**config.mk**
```make
export PLATFORM = sky130hd
export DESIGN_NAME = adc_pwr_seq
export DESIGN_NICKNAME = d
export VERILOG_FILES = /design/src/rtl/adc_pwr_pkg.sv /design/src/rtl/adc_pwr_timer.sv /design/src/rtl/adc_pwr_pcnt.sv /design/src/rtl/adc_pwr_fsm.sv /design/src/rtl/adc_pwr_seq.sv
export SDC_FILE = /design/constraint.sdc
export NUM_CORES = 1
export LEC_CHECK = 0
export ABC_AREA = 1
export BUFFER_PORTS_ARGS = -buffer_cell sky130_fd_sc_hd__buf_2
export CORE_UTILIZATION = 57
export CTS_BUF_LIST = sky130_fd_sc_hd__clkbuf_8
export CTS_CLUSTER_DIAMETER = 150
export CTS_CLUSTER_SIZE = 10
export DETAILED_ROUTE_END_ITERATION = 12
export PLACE_DENSITY = 0.78
export SKIP_CTS_REPAIR_TIMING = 1
export SLEW_MARGIN = 15
export SYNTH_ARGS = -nofsm -noshare
export SYNTH_HDL_FRONTEND = slang
export SYNTH_HIERARCHICAL = 1
export SYNTH_SLANG_ARGS = --single-unit
```
**constraint.sdc**
```tcl
create_clock -name clk -period 2.2 [get_ports clk]
set_input_delay 0.44 -clock clk [delete_from_list [all_inputs] [get_ports clk]]
set_output_delay 0.44 -clock clk [all_outputs]
set_load 0.02 [all_outputs]
```
**src/rtl/adc_pwr_pkg.sv**
```systemverilog
package adc_pwr_pkg;

    typedef enum logic [1:0] {
        PM_RUN   = 2'd0,
        PM_NAP   = 2'd1,
        PM_SLEEP = 2'd2
    } pm_t;

    typedef enum logic [1:0] {
        ST_IDLE = 2'd0,
        ST_HI   = 2'd1,
        ST_LO   = 2'd2,
        ST_WAIT = 2'd3
    } seq_st_t;

    localparam int unsigned WAKE_PULSES  = 1;
    localparam int unsigned NAP_PULSES   = 2;
    localparam int unsigned SLEEP_PULSES = 4;
    localparam int unsigned PW           = 3;

    function automatic int unsigned max4(input int unsigned a, input int unsigned b,
                                         input int unsigned c, input int unsigned d);
        int unsigned m;
        m = a;
        if (b > m) m = b;
        if (c > m) m = c;
        if (d > m) m = d;
        return m;
    endfunction

endpackage

```
**src/rtl/adc_pwr_timer.sv**
```systemverilog
module adc_pwr_timer #(
    parameter int unsigned TW = 8
) (
    input  logic          clk,
    input  logic          rst_n,
    input  logic          load,
    input  logic [TW-1:0] load_val,
    output logic          zero
);
    logic [TW-1:0] cnt_q;

    always_ff @(posedge clk or negedge rst_n) begin
        if (!rst_n) begin
            cnt_q <= '0;
        end else if (load) begin
            cnt_q <= load_val;
        end else if (cnt_q != '0) begin
            cnt_q <= cnt_q - 1'b1;
        end
    end

    assign zero = (cnt_q == '0);

endmodule

```
**src/rtl/adc_pwr_pcnt.sv**
```systemverilog
module adc_pwr_pcnt #(
    parameter int unsigned PW = 3
) (
    input  logic          clk,
    input  logic          rst_n,
    input  logic          load,
    input  logic [PW-1:0] load_val,
    input  logic          dec,
    output logic [PW-1:0] left
);
    logic [PW-1:0] left_q;

    always_ff @(posedge clk or negedge rst_n) begin
        if (!rst_n) begin
            left_q <= '0;
        end else if (load) begin
            left_q <= load_val;
        end else if (dec && left_q != '0) begin
            left_q <= left_q - 1'b1;
        end
    end

    assign left = left_q;

endmodule

```
**src/rtl/adc_pwr_fsm.sv**
```systemverilog
module adc_pwr_fsm
    import adc_pwr_pkg::*;
#(
    parameter int unsigned HIGH_CYC   = 40,
    parameter int unsigned LOW_CYC    = 4,
    parameter int unsigned NAP_WAIT   = 40,
    parameter int unsigned SLEEP_WAIT = 110000,
    parameter int unsigned TW         = 17
) (
    input  logic          clk,
    input  logic          rst_n,
    input  logic          req_valid,
    input  logic [1:0]    req_mode,
    input  logic          tmr_zero,
    input  logic [PW-1:0] pls_left,
    output logic          tmr_load,
    output logic [TW-1:0] tmr_val,
    output logic          pls_load,
    output logic [PW-1:0] pls_val,
    output logic          pls_dec,
    output logic          conv_seq,
    output logic          busy,
    output logic          ready,
    output logic          pass_en
);
    localparam logic [TW-1:0] HI_LD    = TW'(HIGH_CYC - 1);
    localparam logic [TW-1:0] LO_LD    = TW'(LOW_CYC - 1);
    localparam logic [TW-1:0] NAP_LD   = TW'(NAP_WAIT - 1);
    localparam logic [TW-1:0] SLEEP_LD = TW'(SLEEP_WAIT - 1);

    seq_st_t state_q, state_d;
    pm_t     mode_q, mode_d;
    logic    deep_q, deep_d;

    logic          go;
    logic [PW-1:0] go_n;
    pm_t           go_mode;
    logic          go_deep;

    // Legality decode of a request against the tracked mode
    always_comb begin
        go      = 1'b0;
        go_n    = '0;
        go_mode = mode_q;
        go_deep = 1'b0;
        unique case (req_mode)
            2'd0: begin
                if (mode_q != PM_RUN) begin
                    go      = 1'b1;
                    go_n    = PW'(WAKE_PULSES);
                    go_mode = PM_RUN;
                    go_deep = (mode_q == PM_SLEEP);
                end
            end
            2'd1: begin
                if (mode_q == PM_RUN) begin
                    go      = 1'b1;
                    go_n    = PW'(NAP_PULSES);
                    go_mode = PM_NAP;
                end
            end
            2'd2: begin
                if (mode_q != PM_SLEEP) begin
                    go      = 1'b1;
                    go_n    = PW'(SLEEP_PULSES);
                    go_mode = PM_SLEEP;
                end
            end
            default: begin
                go = 1'b0;
            end
        endcase
        go = go & req_valid;
    end

    // State register
    always_ff @(posedge clk or negedge rst_n) begin
        if (!rst_n) begin
            state_q <= ST_IDLE;
            mode_q  <= PM_RUN;
            deep_q  <= 1'b0;
        end else begin
            state_q <= state_d;
            mode_q  <= mode_d;
            deep_q  <= deep_d;
        end
    end

    // Transitions
    always_comb begin
        state_d  = state_q;
        mode_d   = mode_q;
        deep_d   = deep_q;
        tmr_load = 1'b0;
        tmr_val  = HI_LD;
        pls_load = 1'b0;
        pls_val  = go_n;
        pls_dec  = 1'b0;
        unique case (state_q)
            ST_IDLE: begin
                if (go) begin                       // accept
                    state_d  = ST_HI;
                    mode_d   = go_mode;
                    deep_d   = go_deep;
                    tmr_load = 1'b1;
                    tmr_val  = HI_LD;
                    pls_load = 1'b1;
                end
            end
            ST_HI: begin
                if (tmr_zero) begin                 // pulse_end
                    state_d  = ST_LO;
                    tmr_load = 1'b1;
                    tmr_val  = LO_LD;
                    pls_dec  = 1'b1;
                end
            end
            ST_LO: begin
                if (tmr_zero) begin
                    if (pls_left != '0) begin       // next_pulse
                        state_d  = ST_HI;
                        tmr_load = 1'b1;
                        tmr_val  = HI_LD;
                    end else if (mode_q == PM_RUN) begin // recover
                        state_d  = ST_WAIT;
                        tmr_load = 1'b1;
                        tmr_val  = deep_q ? SLEEP_LD : NAP_LD;
                    end else begin                  // enter_done
                        state_d  = ST_IDLE;
                    end
                end
            end
            ST_WAIT: begin
                if (tmr_zero) begin                 // wake_done
                    state_d = ST_IDLE;
                end
            end
            default: state_d = ST_IDLE;
        endcase
    end

    // Outputs
    always_comb begin
        conv_seq = (state_q == ST_HI);
        busy     = (state_q != ST_IDLE);
        ready    = (state_q == ST_IDLE) && (mode_q == PM_RUN);
        pass_en  = ready;
    end

    // High-time tracker for the width check
    logic [TW-1:0] hi_len_q;
    always_ff @(posedge clk or negedge rst_n) begin
        if (!rst_n) hi_len_q <= '0;
        else        hi_len_q <= conv_seq ? hi_len_q + 1'b1 : '0;
    end

    p_pulse_width_r4: assert property (@(posedge clk) disable iff (!rst_n)
        (!conv_seq && hi_len_q != '0) |-> (hi_len_q == TW'(HIGH_CYC)));

    p_busy_from_req_r8: assert property (@(posedge clk) disable iff (!rst_n)
        $rose(busy) |-> $past(req_valid));

    p_wake_ready_r6: assert property (@(posedge clk) disable iff (!rst_n)
        $rose(ready) |-> $past(state_q == ST_WAIT));

    p_pulse_budget_r3: assert property (@(posedge clk) disable iff (!rst_n)
        (state_q == ST_IDLE) |-> (pls_left == '0));

endmodule

```
**src/rtl/adc_pwr_seq.sv**
```systemverilog
module adc_pwr_seq
    import adc_pwr_pkg::*;
#(
    parameter int unsigned HIGH_CYC   = 40,
    parameter int unsigned LOW_CYC    = 4,
    parameter int unsigned NAP_WAIT   = 40,
    parameter int unsigned SLEEP_WAIT = 110000
) (
    input  logic       clk,
    input  logic       rst_n,
    input  logic       req_valid,
    input  logic [1:0] req_mode,
    input  logic       rd_conv,
    input  logic       rd_sck,
    output logic       busy,
    output logic       ready,
    output logic       conv,
    output logic       sck
);
    localparam int unsigned MAXV = max4(HIGH_CYC, LOW_CYC, NAP_WAIT, SLEEP_WAIT);
    localparam int unsigned TW   = $clog2(MAXV + 1);

    logic          tmr_load, tmr_zero;
    logic [TW-1:0] tmr_val;
    logic          pls_load, pls_dec;
    logic [PW-1:0] pls_val, pls_left;
    logic          conv_seq, pass_en;

    adc_pwr_fsm #(
        .HIGH_CYC  (HIGH_CYC),
        .LOW_CYC   (LOW_CYC),
        .NAP_WAIT  (NAP_WAIT),
        .SLEEP_WAIT(SLEEP_WAIT),
        .TW        (TW)
    ) u_fsm (
        .clk      (clk),
        .rst_n    (rst_n),
        .req_valid(req_valid),
        .req_mode (req_mode),
        .tmr_zero (tmr_zero),
        .pls_left (pls_left),
        .tmr_load (tmr_load),
        .tmr_val  (tmr_val),
        .pls_load (pls_load),
        .pls_val  (pls_val),
        .pls_dec  (pls_dec),
        .conv_seq (conv_seq),
        .busy     (busy),
        .ready    (ready),
        .pass_en  (pass_en)
    );

    adc_pwr_timer #(.TW(TW)) u_tmr (
        .clk     (clk),
        .rst_n   (rst_n),
        .load    (tmr_load),
        .load_val(tmr_val),
        .zero    (tmr_zero)
    );

    adc_pwr_pcnt #(.PW(PW)) u_pcnt (
        .clk     (clk),
        .rst_n   (rst_n),
        .load    (pls_load),
        .load_val(pls_val),
        .dec     (pls_dec),
        .left    (pls_left)
    );

    // Line ownership: sequencer while running, read controller while awake and idle
    always_comb begin
        conv = conv_seq | (pass_en & rd_conv);
        sck  = pass_en & rd_sck;
    end

    p_sck_static_r5: assert property (@(posedge clk) disable iff (!rst_n)
        busy |-> !sck);

    p_ready_low_r11: assert property (@(posedge clk) disable iff (!rst_n)
        busy |-> !ready);

    p_gate_asleep_r10: assert property (@(posedge clk) disable iff (!rst_n)
        (!busy && !ready) |-> (!conv && !sck));

endmodule

```
==> impl_results.md, run 1 <==
- Max Clk Rate: ~470 MHz
- Fin area: 2230 um2
- PwrDens: 1240 nW/um2
- Violation count after the first detailed-routing iteration: 68
- Crit-path slowest cell: dfrtp_1
- Clk_skew: about 0.0080 ns
- Dominant cell by count in the synthesized netlist: nand2_1
- Synthesized flop and latch total: 25
- Synth area leader: dfrtp_1
- WP depth: 15
- Sum Neg Setup Slack: 0 ns
- Residual DRC: 0
- Die Span Y: 61.2 um
- Syn-to-layout area delta: 11.4%
- Sequential area share after synthesis: 31.3%
- Drt pass-1 iters: 4
- I/O pin total: 11
- Via-per-instance ratio: 5.01
- Outcome: completed
- HPWL after detailed placement: 2.88 mm
- Share of cells above drive strength 1: 24.6%
- Unique masters post-synth: 30
- Layout filler cell count: 296
- Buf/Inv on CP: 3
- Bufs on Longest Clock Path: 2
- Drt total wl: slightly above 4 mm
- Final setup vio count: 0
- Core Footprint: 3340 um2
- VDD IR max: 0.000690 V
- Hold Crit Class: primary input to async pin
- Final Instance Count excl. Fillers: 351
- Post-synth top area share: around 31%
- Routed vias: 1,759
- Max-Slew Margin vs Limit: 62.3%
- Minimum clock period: 2.13 ns
- GP Congestion: around 0.8
- Worst Setup End Kind: register
- Max FO, Critical Path: 6
- Syn Area/Cell: 6.91 um2
- R2R depth: 15
- CP max stage delay: ~0.4 ns
- Total GRT Usage: roughly 23%
- First-pass GRT wire length: 6.35 mm
- Final #Nets: 321
- Placed inst area: 2040 um2
- Inst Count DP: between 300 and 400
- Latest clock arrival within the worst-skew pair: roughly 0.27 ns
- CTS root buf: clkbuf_8
- Number of global-route vias before repair: 1,541
- Slew @ Worst Pin: approximately 0.57 ns
- LEAKAGE: 1.13 nW
- CTS Buf Count: 3
- Synth top cells by count: nand2_1, inv_1, nand3_1
- Ant diodes: 0
- Die area: ~3700 um2
- Critical Path RT: 2.42 ns
- Critical-path cell list: inv_2 -> ha_4 -> nand2_4 -> nor2_4 -> nand3_4 -> nor3_4 -> nand3_1 -> nand2_1 -> inv_2 -> a21oi_4 -> buf_6 -> a21oi_1 -> o21ai_0 -> o21ai_2 -> nor2_4
- PortBufs: 10
- Most used flip-flop cell after synthesis: dfrtp_1
- Clk sinks: 25
- Initial antenna violation count: 0
- Post-synthesis cell count: 289
- Critical Path Source Type: register
- Asr flop ratio synth: 100%
- CTS tree: yes
- Total power: 2.76 mW
- Max-capacitance violation count: 0
- Largest cells by area after synthesis: dfrtp_1, nand2_1, inv_1
- Synth Cell Area: 2000 um2
- Largest net degree at the start of global routing: 26
- Worst EP arrival: 2.35 ns
- WL/cell: 11.7 um
- H-tree level count: 1
- CTS clk-pin slew, worst paths: approximately 0.09 ns
- Starting Density: 59.9%
- Rows: 21
- Crit Path Class: register to register
- Final antenna-violating net count: 0
- Crit path max-delay family: simple AND/OR/NAND/NOR gates
- Finished Core Util: 66.7%
- Number of synthesized flops with an enable pin: 0
- Final hold vios: 0
- Warnings, synthesis: 6
- Overflow after GRT: 0
- Part of the cycle the worst path needs: 96.8%
- Width of the die: 61.2 um
- Max Transition Viols Final: 0
metal layers:
layer	track usage, %	up-vias	wire length [um]
li1	-	907	-
met1	27.9	811	1890
met2	40.1	35	2100
met3	1.89	6	79
met4	12.3	0	58
met5	0	-	0
report_power, final:
group / total [mW] / switching [mW] / internal (mW) / leakage [nW]
Sequential: 0.856 / 0.202 / 0.654 / 0.318
Clock: 0.278 / 0.153 / 0.125 / 0.0269
Combinational: 1.63 / 0.983 / 0.647 / 0.785
Total: 2.76 / 1.34 / 1.43 / 1.13
registers in the layout (all words and copies together), names as in the netlist:
signal,count
u_tmr/cnt_q,17
u_pcnt/left,3
u_fsm/mode_q,2
u_fsm/state_q,2
u_fsm/deep_q,1
cell type report:
class | count | area (um2) | share of cell area [%]
Clock inverter | 1 | 3.75 | 0.169
Timing Repair Buffer | 27 | 185 | 8.32
Sequential cell | 25 | 626 | 28.1
Tap cell | 46 | 57.6 | 2.59
Multi-Input combinational cell | 208 | 1140 | 51.4
Inverter | 41 | 169 | 7.59
Clock buffer | 3 | 41.3 | 1.85
cell families after synthesis:
family                     synth area share [%]
AOI/OAI and AO/OA                          10.1
DFF                                        31.3
buffers and inverters                      15.8
other                                     0.376
adders and majority gates                  5.01
and+or+nand+nor                            37.4
worst reg2reg max path, delay by kind of cell (launching register included):
family,cells,cell delay (ns)
flops,1,0.40
buf+inv,3,0.28
fa+ha+maj,1,0.16
simple gates,7,0.74
compound gates,4,0.50
through the flow:
stage | setup WS [ns] | hold WS (ns)
2_1_floorplan | 0.0204 | 0.144
3_3_place_gp | 0.0615 | 0.474
3_5_place_dp | -0.0456 | 0.471
4_1_cts | -0.0732 | 0.172
5_1_grt | -0.0664 | 0.196
6_report | 0.0707 | 0.149
cell usage in the layout (no fill, tap or decap), drive strengths merged:
cell and count:
or2 3, nand3 28, o21ai 16, and2 1
dfrtp 25, ha 8, conb 7, nor2 32
nand2 91, nand3b 1, clkbuf 4, a21o 1
nor3 2, inv 41, a21oi 16, clkinv 1
nand4 2, buf 26
final timing paths:
check | from | slack (ns) | to
min in group clk | req_mode[1] | 0.46 | u_fsm/mode_q[0]$_DFFE_PN0P_
max | u_tmr/cnt_q[1]$_DFFE_PN0P_ | 0.07 | u_tmr/cnt_q[4]$_DFFE_PN0P_
min reg2reg | u_fsm/deep_q$_DFFE_PN0P_ | 0.52 | u_fsm/deep_q$_DFFE_PN0P_
max reg2reg | u_tmr/cnt_q[1]$_DFFE_PN0P_ | 0.07 | u_tmr/cnt_q[4]$_DFFE_PN0P_
min | rst_n | 0.15 | u_tmr/cnt_q[5]$_DFFE_PN0P_
max in group asynchronous | rst_n | 1.67 | u_tmr/cnt_q[12]$_DFFE_PN0P_
No activity file was read; power rests on OpenSTA's default activity.
==> run 2, diff against run 1 <==
--- a/config.mk
+++ b/config.mk
@@ -7,12 +7,12 @@
 export LEC_CHECK = 0
 export ABC_AREA = 1
 export BUFFER_PORTS_ARGS = -buffer_cell sky130_fd_sc_hd__buf_2
-export CORE_UTILIZATION = 57
+export CORE_UTILIZATION = 63
 export CTS_BUF_LIST = sky130_fd_sc_hd__clkbuf_8
 export CTS_CLUSTER_DIAMETER = 150
 export CTS_CLUSTER_SIZE = 10
 export DETAILED_ROUTE_END_ITERATION = 12
-export PLACE_DENSITY = 0.78
+export PLACE_DENSITY = 0.82
 export SKIP_CTS_REPAIR_TIMING = 1
 export SLEW_MARGIN = 15
 export SYNTH_ARGS = -nofsm -noshare
==> constraint.sdc (replaced) <==
create_clock -name clk -period 2.14 [get_ports clk]
set_input_delay 0.428 -clock clk [delete_from_list [all_inputs] [get_ports clk]]
set_output_delay 0.428 -clock clk [all_outputs]
set_load 0.02 [all_outputs]
==> run 2 against run 1 <==
  * Maximum frequency increased by 2.5%
  * Wire length is 2.5% lower
  * First-iteration DRC count rose by 25%
  * Clock skew is 0.0012 ns higher
  * Clock-buffer cell count is the same
  * Via count decreased by 1.1%
  * Core utilization up 9.0 points
  * Critical endpoint is now u_tmr/cnt_q[1]$_DFFE_PN0P_
  * Largest cell class unchanged
==> impl_results.md, run 2 (synthesis results as in run 1) <==
- PortBufs: 10
- Total GRT Usage: 25.6%
- Die area: 3400 um2
- CP max stage delay: 0.41 ns
- Max Clk Rate: ~480 MHz
- Final #Nets: 327
- I/O pin total: 11
- Finished Core Util: between 70% and 80%
- Worst Setup End Kind: register
- Core Footprint: 3030 um2
- Final Instance Count excl. Fillers: 355
- Max-capacitance violation count: 0
- Commonest non-fill, non-tap cells in the layout: nand2_1, inv_1, dfrtp_1
- Bufs on Longest Clock Path: 2
- LEAKAGE: 1.16 nW
- VDD IR max: 0.000668 V
- Final antenna-violating net count: 0
- Final hold vios: 0
- CTS clk-pin slew, worst paths: 0.10 ns
- Inst Count DP: 344
- CTS Buf Count: 3
- Comb power frac: between 60% and 70%
- Syn-to-layout area delta: 14.8%
- CTS root buf: clkbuf_8
- CTS tree: yes
- Final setup vio count: 0
- Worst setup margin: 0.0626 ns
- WL/cell: 11.3 um
- Crit Path Class: register to register
- Reg with most FFs: u_tmr/cnt_q
- Width of the die: 58.3 um
- Clk_skew: between 0.009 and 0.01 ns
- Largest register FFs: 17
- Seq pwr share: 29.5%
- Overflow after GRT: 0
- H-tree level count: 1
- Share of cells above drive strength 1: 27.0%
- Via-per-instance ratio: between 4 and 5
- PwrDens: about 1300 nW/um2
- Hold Crit Class: primary input to async pin
- Crit path max-delay family: simple AND/OR/NAND/NOR gates
- Ant diodes: 0
- Fin area: 2290 um2
- Crit-path most repeated cell: inv_2
- Buf/Inv on CP: 4
- Violation count after the first detailed-routing iteration: 85
- Residual DRC: 0
- Largest net degree at the start of global routing: 26
- Number of global-route vias before repair: 1,617
- RSZ-0062 raised after global routing: yes
- GP Congestion: a little over 0.8
- Max FO, Critical Path: 6
- Sw Ratio: 47.6%
- Placed inst area: 2120 um2
- Slew @ Worst Pin: about 0.58 ns
- First-pass GRT wire length: slightly below 7 mm
- Outcome: completed
- Sw Pwr: 1.42 mW
- Latest clock arrival within the worst-skew pair: 0.28 ns
- Routed vias: 1,740
- Drt pass-1 iters: 4
- Max Transition Viols Final: 0
- Starting Density: 66.0%
- Crit-path slowest cell: dfrtp_1
- Clk sinks: 25
- Worst EP arrival: 2.29 ns
- Die Span Y: between 50 and 60 um
- Critical Path RT: between 2 and 2.5 ns
- Critical-path cell list: inv_2 -> ha_4 -> nand2_4 -> nor2_4 -> nand3_4 -> nor3_4 -> nand3_1 -> nand2_1 -> inv_1 -> a21oi_2 -> inv_2 -> nand4_4 -> buf_6 -> nand2_2 -> o21ai_2
- HPWL after detailed placement: 3.03 mm
- Rows: 20
- Clk network pwr share: 9.9%
- Minimum clock period: ~2.1 ns
- Internal power: 1.57 mW
- Critical Path Source Type: register
- Drt total wl: 4.02 mm
- Part of the cycle the worst path needs: 97.1%
- Place WS: -0.0618 ns
- Initial antenna violation count: 0
- Max-Slew Margin vs Limit: about three fifths
- Most common cell after layout, fill and taps aside: nand2_1
- Final hold slack: 0.135 ns
## run 2: cell types whose count changed in the layout (fill, tap and decap cells not counted), sizes merged
cell,change
clkinvlp,+1
clkbuf,-1
buf,+7
inv,-1
## run 2: final timing paths
kind                       depth (start not counted)                          end                       start  slack, ns
setup / recovery                                  15   u_tmr/cnt_q[1]$_DFFE_PN0P_  u_tmr/cnt_q[0]$_DFFE_PN0P_       0.06
hold / removal                                     1   u_tmr/cnt_q[5]$_DFFE_PN0P_                       rst_n       0.13
setup reg to reg                                  15   u_tmr/cnt_q[1]$_DFFE_PN0P_  u_tmr/cnt_q[0]$_DFFE_PN0P_       0.06
hold reg to reg                                    2     u_fsm/deep_q$_DFFE_PN0P_    u_fsm/deep_q$_DFFE_PN0P_       0.50
max in group asynchronous                          1   u_tmr/cnt_q[9]$_DFFE_PN0P_                       rst_n       1.62
min in group clk                                   4  u_fsm/mode_q[0]$_DFFE_PN0P_                 req_mode[1]       0.44
## run 2: power groups by stage
stage               combinational (mW)  clock (mW)  sequential, mW
global placement                  1.57           0           0.867
CTS                               1.63       0.295           0.867
detailed placement                1.62           0           0.875
finish                            1.81       0.296           0.880
floorplan                         1.25           0           0.831
global route                      2.05       0.313           0.904
## run 2: per-layer routing
layer	up-vias	GRT usage (%)	wire (um)
met5	-	0	0
met4	0	9.18	34
met3	4	3.30	102
met2	29	44.3	2020
met1	786	32.9	1870
li1	921	-	-
## run 2: cell type report
cell class	instances	area (um2)
fillers	236	734
clock inverters	1	7.51
well taps	44	55.1
clock buffers	3	41.3
flip-flops and latches	25	626
repair buffers	33	243
inverters	41	166
multi-input cells	208	1150
## run 2: stage by stage
step / power (mW) / TNS (ns)
floorplan: 2.08 / 0
finish: 2.99 / 0
CTS: 2.79 / -0.480
detailed placement: 2.49 / -0.112
global placement: 2.44 / 0
global route: 3.27 / -0.930
==> run 3, diff against run 2 <==
--- a/config.mk
+++ b/config.mk
@@ -7,12 +7,12 @@
 export LEC_CHECK = 0
 export ABC_AREA = 1
 export BUFFER_PORTS_ARGS = -buffer_cell sky130_fd_sc_hd__buf_2
-export CORE_UTILIZATION = 63
+export CORE_UTILIZATION = 57
 export CTS_BUF_LIST = sky130_fd_sc_hd__clkbuf_8
 export CTS_CLUSTER_DIAMETER = 150
 export CTS_CLUSTER_SIZE = 10
 export DETAILED_ROUTE_END_ITERATION = 12
-export PLACE_DENSITY = 0.82
+export PLACE_DENSITY = 0.78
 export SKIP_CTS_REPAIR_TIMING = 1
 export SLEW_MARGIN = 15
 export SYNTH_ARGS = -nofsm -noshare
==> constraint.sdc (replaced) <==
create_clock -name clk -period 1.87 [get_ports clk]
set_input_delay 0.374 -clock clk [delete_from_list [all_inputs] [get_ports clk]]
set_output_delay 0.374 -clock clk [all_outputs]
set_load 0.02 [all_outputs]
==> run 3 against run 2 <==
  * The flow now finishes with violations (negative setup slack)
  * Worst hold slack got worse by 0.048 ns
  * Clock skew is 0.0077 ns lower
  * Clock-buffer cell count stayed put
  * Critical endpoint is now u_tmr/cnt_q[4]$_DFFE_PN0P_
  * Largest cell class unchanged
  * Highest routed layer unchanged
==> impl_results.md, run 3 (synthesis results as in run 1) <==
- Outcome: complete, but fails checks
- Failing checks: negative setup slack
- Largest net degree at the start of global routing: 26
- Core Footprint: 3340 um2
- LEAKAGE: 1.26 nW
- Max-Slew Margin vs Limit: 62.0%
- Latest clock arrival within the worst-skew pair: 0.27 ns
- Flop-to-flop setup slack: -0.29 ns
- Violation count after the first detailed-routing iteration: 77
- Minimum clock period: 2.16 ns
- Syn-to-layout area delta: 24.5%
- R2R depth: 15
- Comb power frac: approximately two thirds
- Inst Count DP: 361
- Sum Neg Setup Slack: -3.02 ns
- Number of global-route vias before repair: 1,648
- Initial antenna violation count: 0
- RSZ-0062 raised after global routing: yes
- Reg with most FFs: u_tmr/cnt_q
- CTS clk-pin slew, worst paths: 0.09 ns
- Final Instance Count excl. Fillers: 375
- HPWL after detailed placement: 3.05 mm
- Max Transition Viols Final: 0
- CTS root buf: clkbuf_8
- Hold Crit Class: primary input to async pin
- Commonest non-fill, non-tap cells in the layout: nand2_1, buf_4, inv_1
- Starting Density: between 50% and 60%
- Finished Core Util: approximately 75%
- Slew @ Worst Pin: 0.570 ns
- Share of cells above drive strength 1: 37.1%
- Clk sinks: 25
- Final setup vio count: 17
- Final #Nets: 345
- Sw Ratio: 46.8%
- GP Congestion: 0.878
- Width of the die: slightly above 60 um
- Clk network pwr share: 8.5%
- Most common cell after layout, fill and taps aside: nand2_1
- Final antenna-violating net count: 0
- Max-capacitance violation count: 0
- Die area: 3750 um2
- I/O pin total: 11
- Clk_skew: 0.00148 ns
- Drt pass-1 iters: 4
- Rows: 21
- Layout filler cell count: 254
- Critical Path RT: 2.08 ns
- Routed vias: 1,911
- Part of the cycle the worst path needs: 116%
- PwrDens: about 1500 nW/um2
- CP Launch Point: u_tmr/cnt_q[1]$_DFFE_PN0P_
- Crit Path Class: register to register
- Largest register FFs: 17
- Residual DRC: 0
- PortBufs: 10
- Overflow after GRT: 0
- CTS tree: yes
- RR Startpoint: u_tmr/cnt_q[1]$_DFFE_PN0P_
- Internal power: a little over 2 mW
- Max FO, Critical Path: 8
- Drt total wl: 4.65 mm
- Setup crit end: u_tmr/cnt_q[4]$_DFFE_PN0P_
- Seq pwr share: about a quarter
- Area occupied by registers: between 600 and 700 um2
- Worst Setup End Kind: register
- Reg-to-reg endpoint: u_tmr/cnt_q[4]$_DFFE_PN0P_
- Bufs on Longest Clock Path: 2
- Sw Pwr: around 1.8 mW
- Total GRT Usage: 24.3%
- Via-per-instance ratio: 5.10
- Die Span Y: 61.2 um
- Worst setup margin: -0.294 ns
- VDD IR max: 0.000813 V
- H-tree level count: 1
- Area of the multi-input gates: about 1200 um2
- Critical Path Source Type: register
- Place WS: -0.244 ns
- CTS Buf Count: 3
- Max Clk Rate: 462 MHz
- Worst EP arrival: 2.37 ns
- Final hold vios: 0
- First-pass GRT wire length: 6.67 mm
- WL/cell: around 12 um
- Ant diodes: 0
[run 3: changes by cell type in the layout (fill, tap and decap cells not counted), moves of 3 or more]
cell	change
a21oi_1	-4
a21oi_2	+3
buf_4	+17
inv_1	-4
inv_2	+4
nand2_1	-6
nand2_2	+4
nand3_2	+3
o21ai_0	-4
o21ai_1	+3
[run 3: how the worst min path moves through the flow]
stage	start	slack (ns)	to
after floorplan	rst_n	0.08	u_fsm/deep_q$_DFFE_PN0P_
after CTS	rst_n	0.11	u_tmr/cnt_q[11]$_DFFE_PN0P_
after detailed placement	rst_n	0.40	u_tmr/cnt_q[11]$_DFFE_PN0P_
after global routing	rst_n	0.14	u_tmr/cnt_q[11]$_DFFE_PN0P_
after global placement	rst_n	0.41	u_tmr/cnt_q[11]$_DFFE_PN0P_
final	rst_n	0.09	u_tmr/cnt_q[11]$_DFFE_PN0P_
[run 3: layout make-up]
cell class	instances	share of cell area, %
multi-input combinational	208	48.7
sequential	25	25.2
timing repair buffer	51	15.0
inverter	41	6.99
tap	46	2.31
clock buffer	3	1.66
clock inverter	1	0.151
[run 3: worst max-delay path: stages, from the launching register on]
cell	delay, ns
dfrtp_1	0.41
inv_2	0.10
ha_4	0.15
nand2_4	0.06
nor2_4	0.12
nand3_2	0.10
nor3_4	0.17
nand3_1	0.11
nand2_1	0.09
inv_2	0.05
a21oi_4	0.18
buf_6	0.16
a21oi_2	0.05
o21ai_1	0.15
o21ai_2	0.12
nor2_4	0.11
[run 3: power groups by stage]
stage / Combinational [mW] / Sequential, mW / Clock (mW)
floorplan: 1.47 / 0.953 / 0
global placement: 2.07 / 0.954 / 0
detailed placement: 2.11 / 0.961 / 0
CTS: 2.12 / 0.951 / 0.322
global route: 2.83 / 0.992 / 0.340
finish: 2.53 / 0.960 / 0.322
[run 3: layer usage]
layer  global-route usage (%)  vias up  part of all wire [%]
li1                         -      958                     -
met1                     28.4      895                    42
met2                     44.7       40                    52
met3                     3.99       18                   3.5
met4                     8.44        0                   3.3
met5                        0        -                     0
[run 3: metrics by stage]
step                      hold slack [ns]  area, um2  total power, mW
after floorplan                    0.0784       2060             2.42
final                              0.0869       2490             3.82
after detailed placement            0.400       2240             3.07
after global routing                0.142       2490             4.16
after CTS                           0.106       2290             3.40
after global placement              0.407       2240             3.03
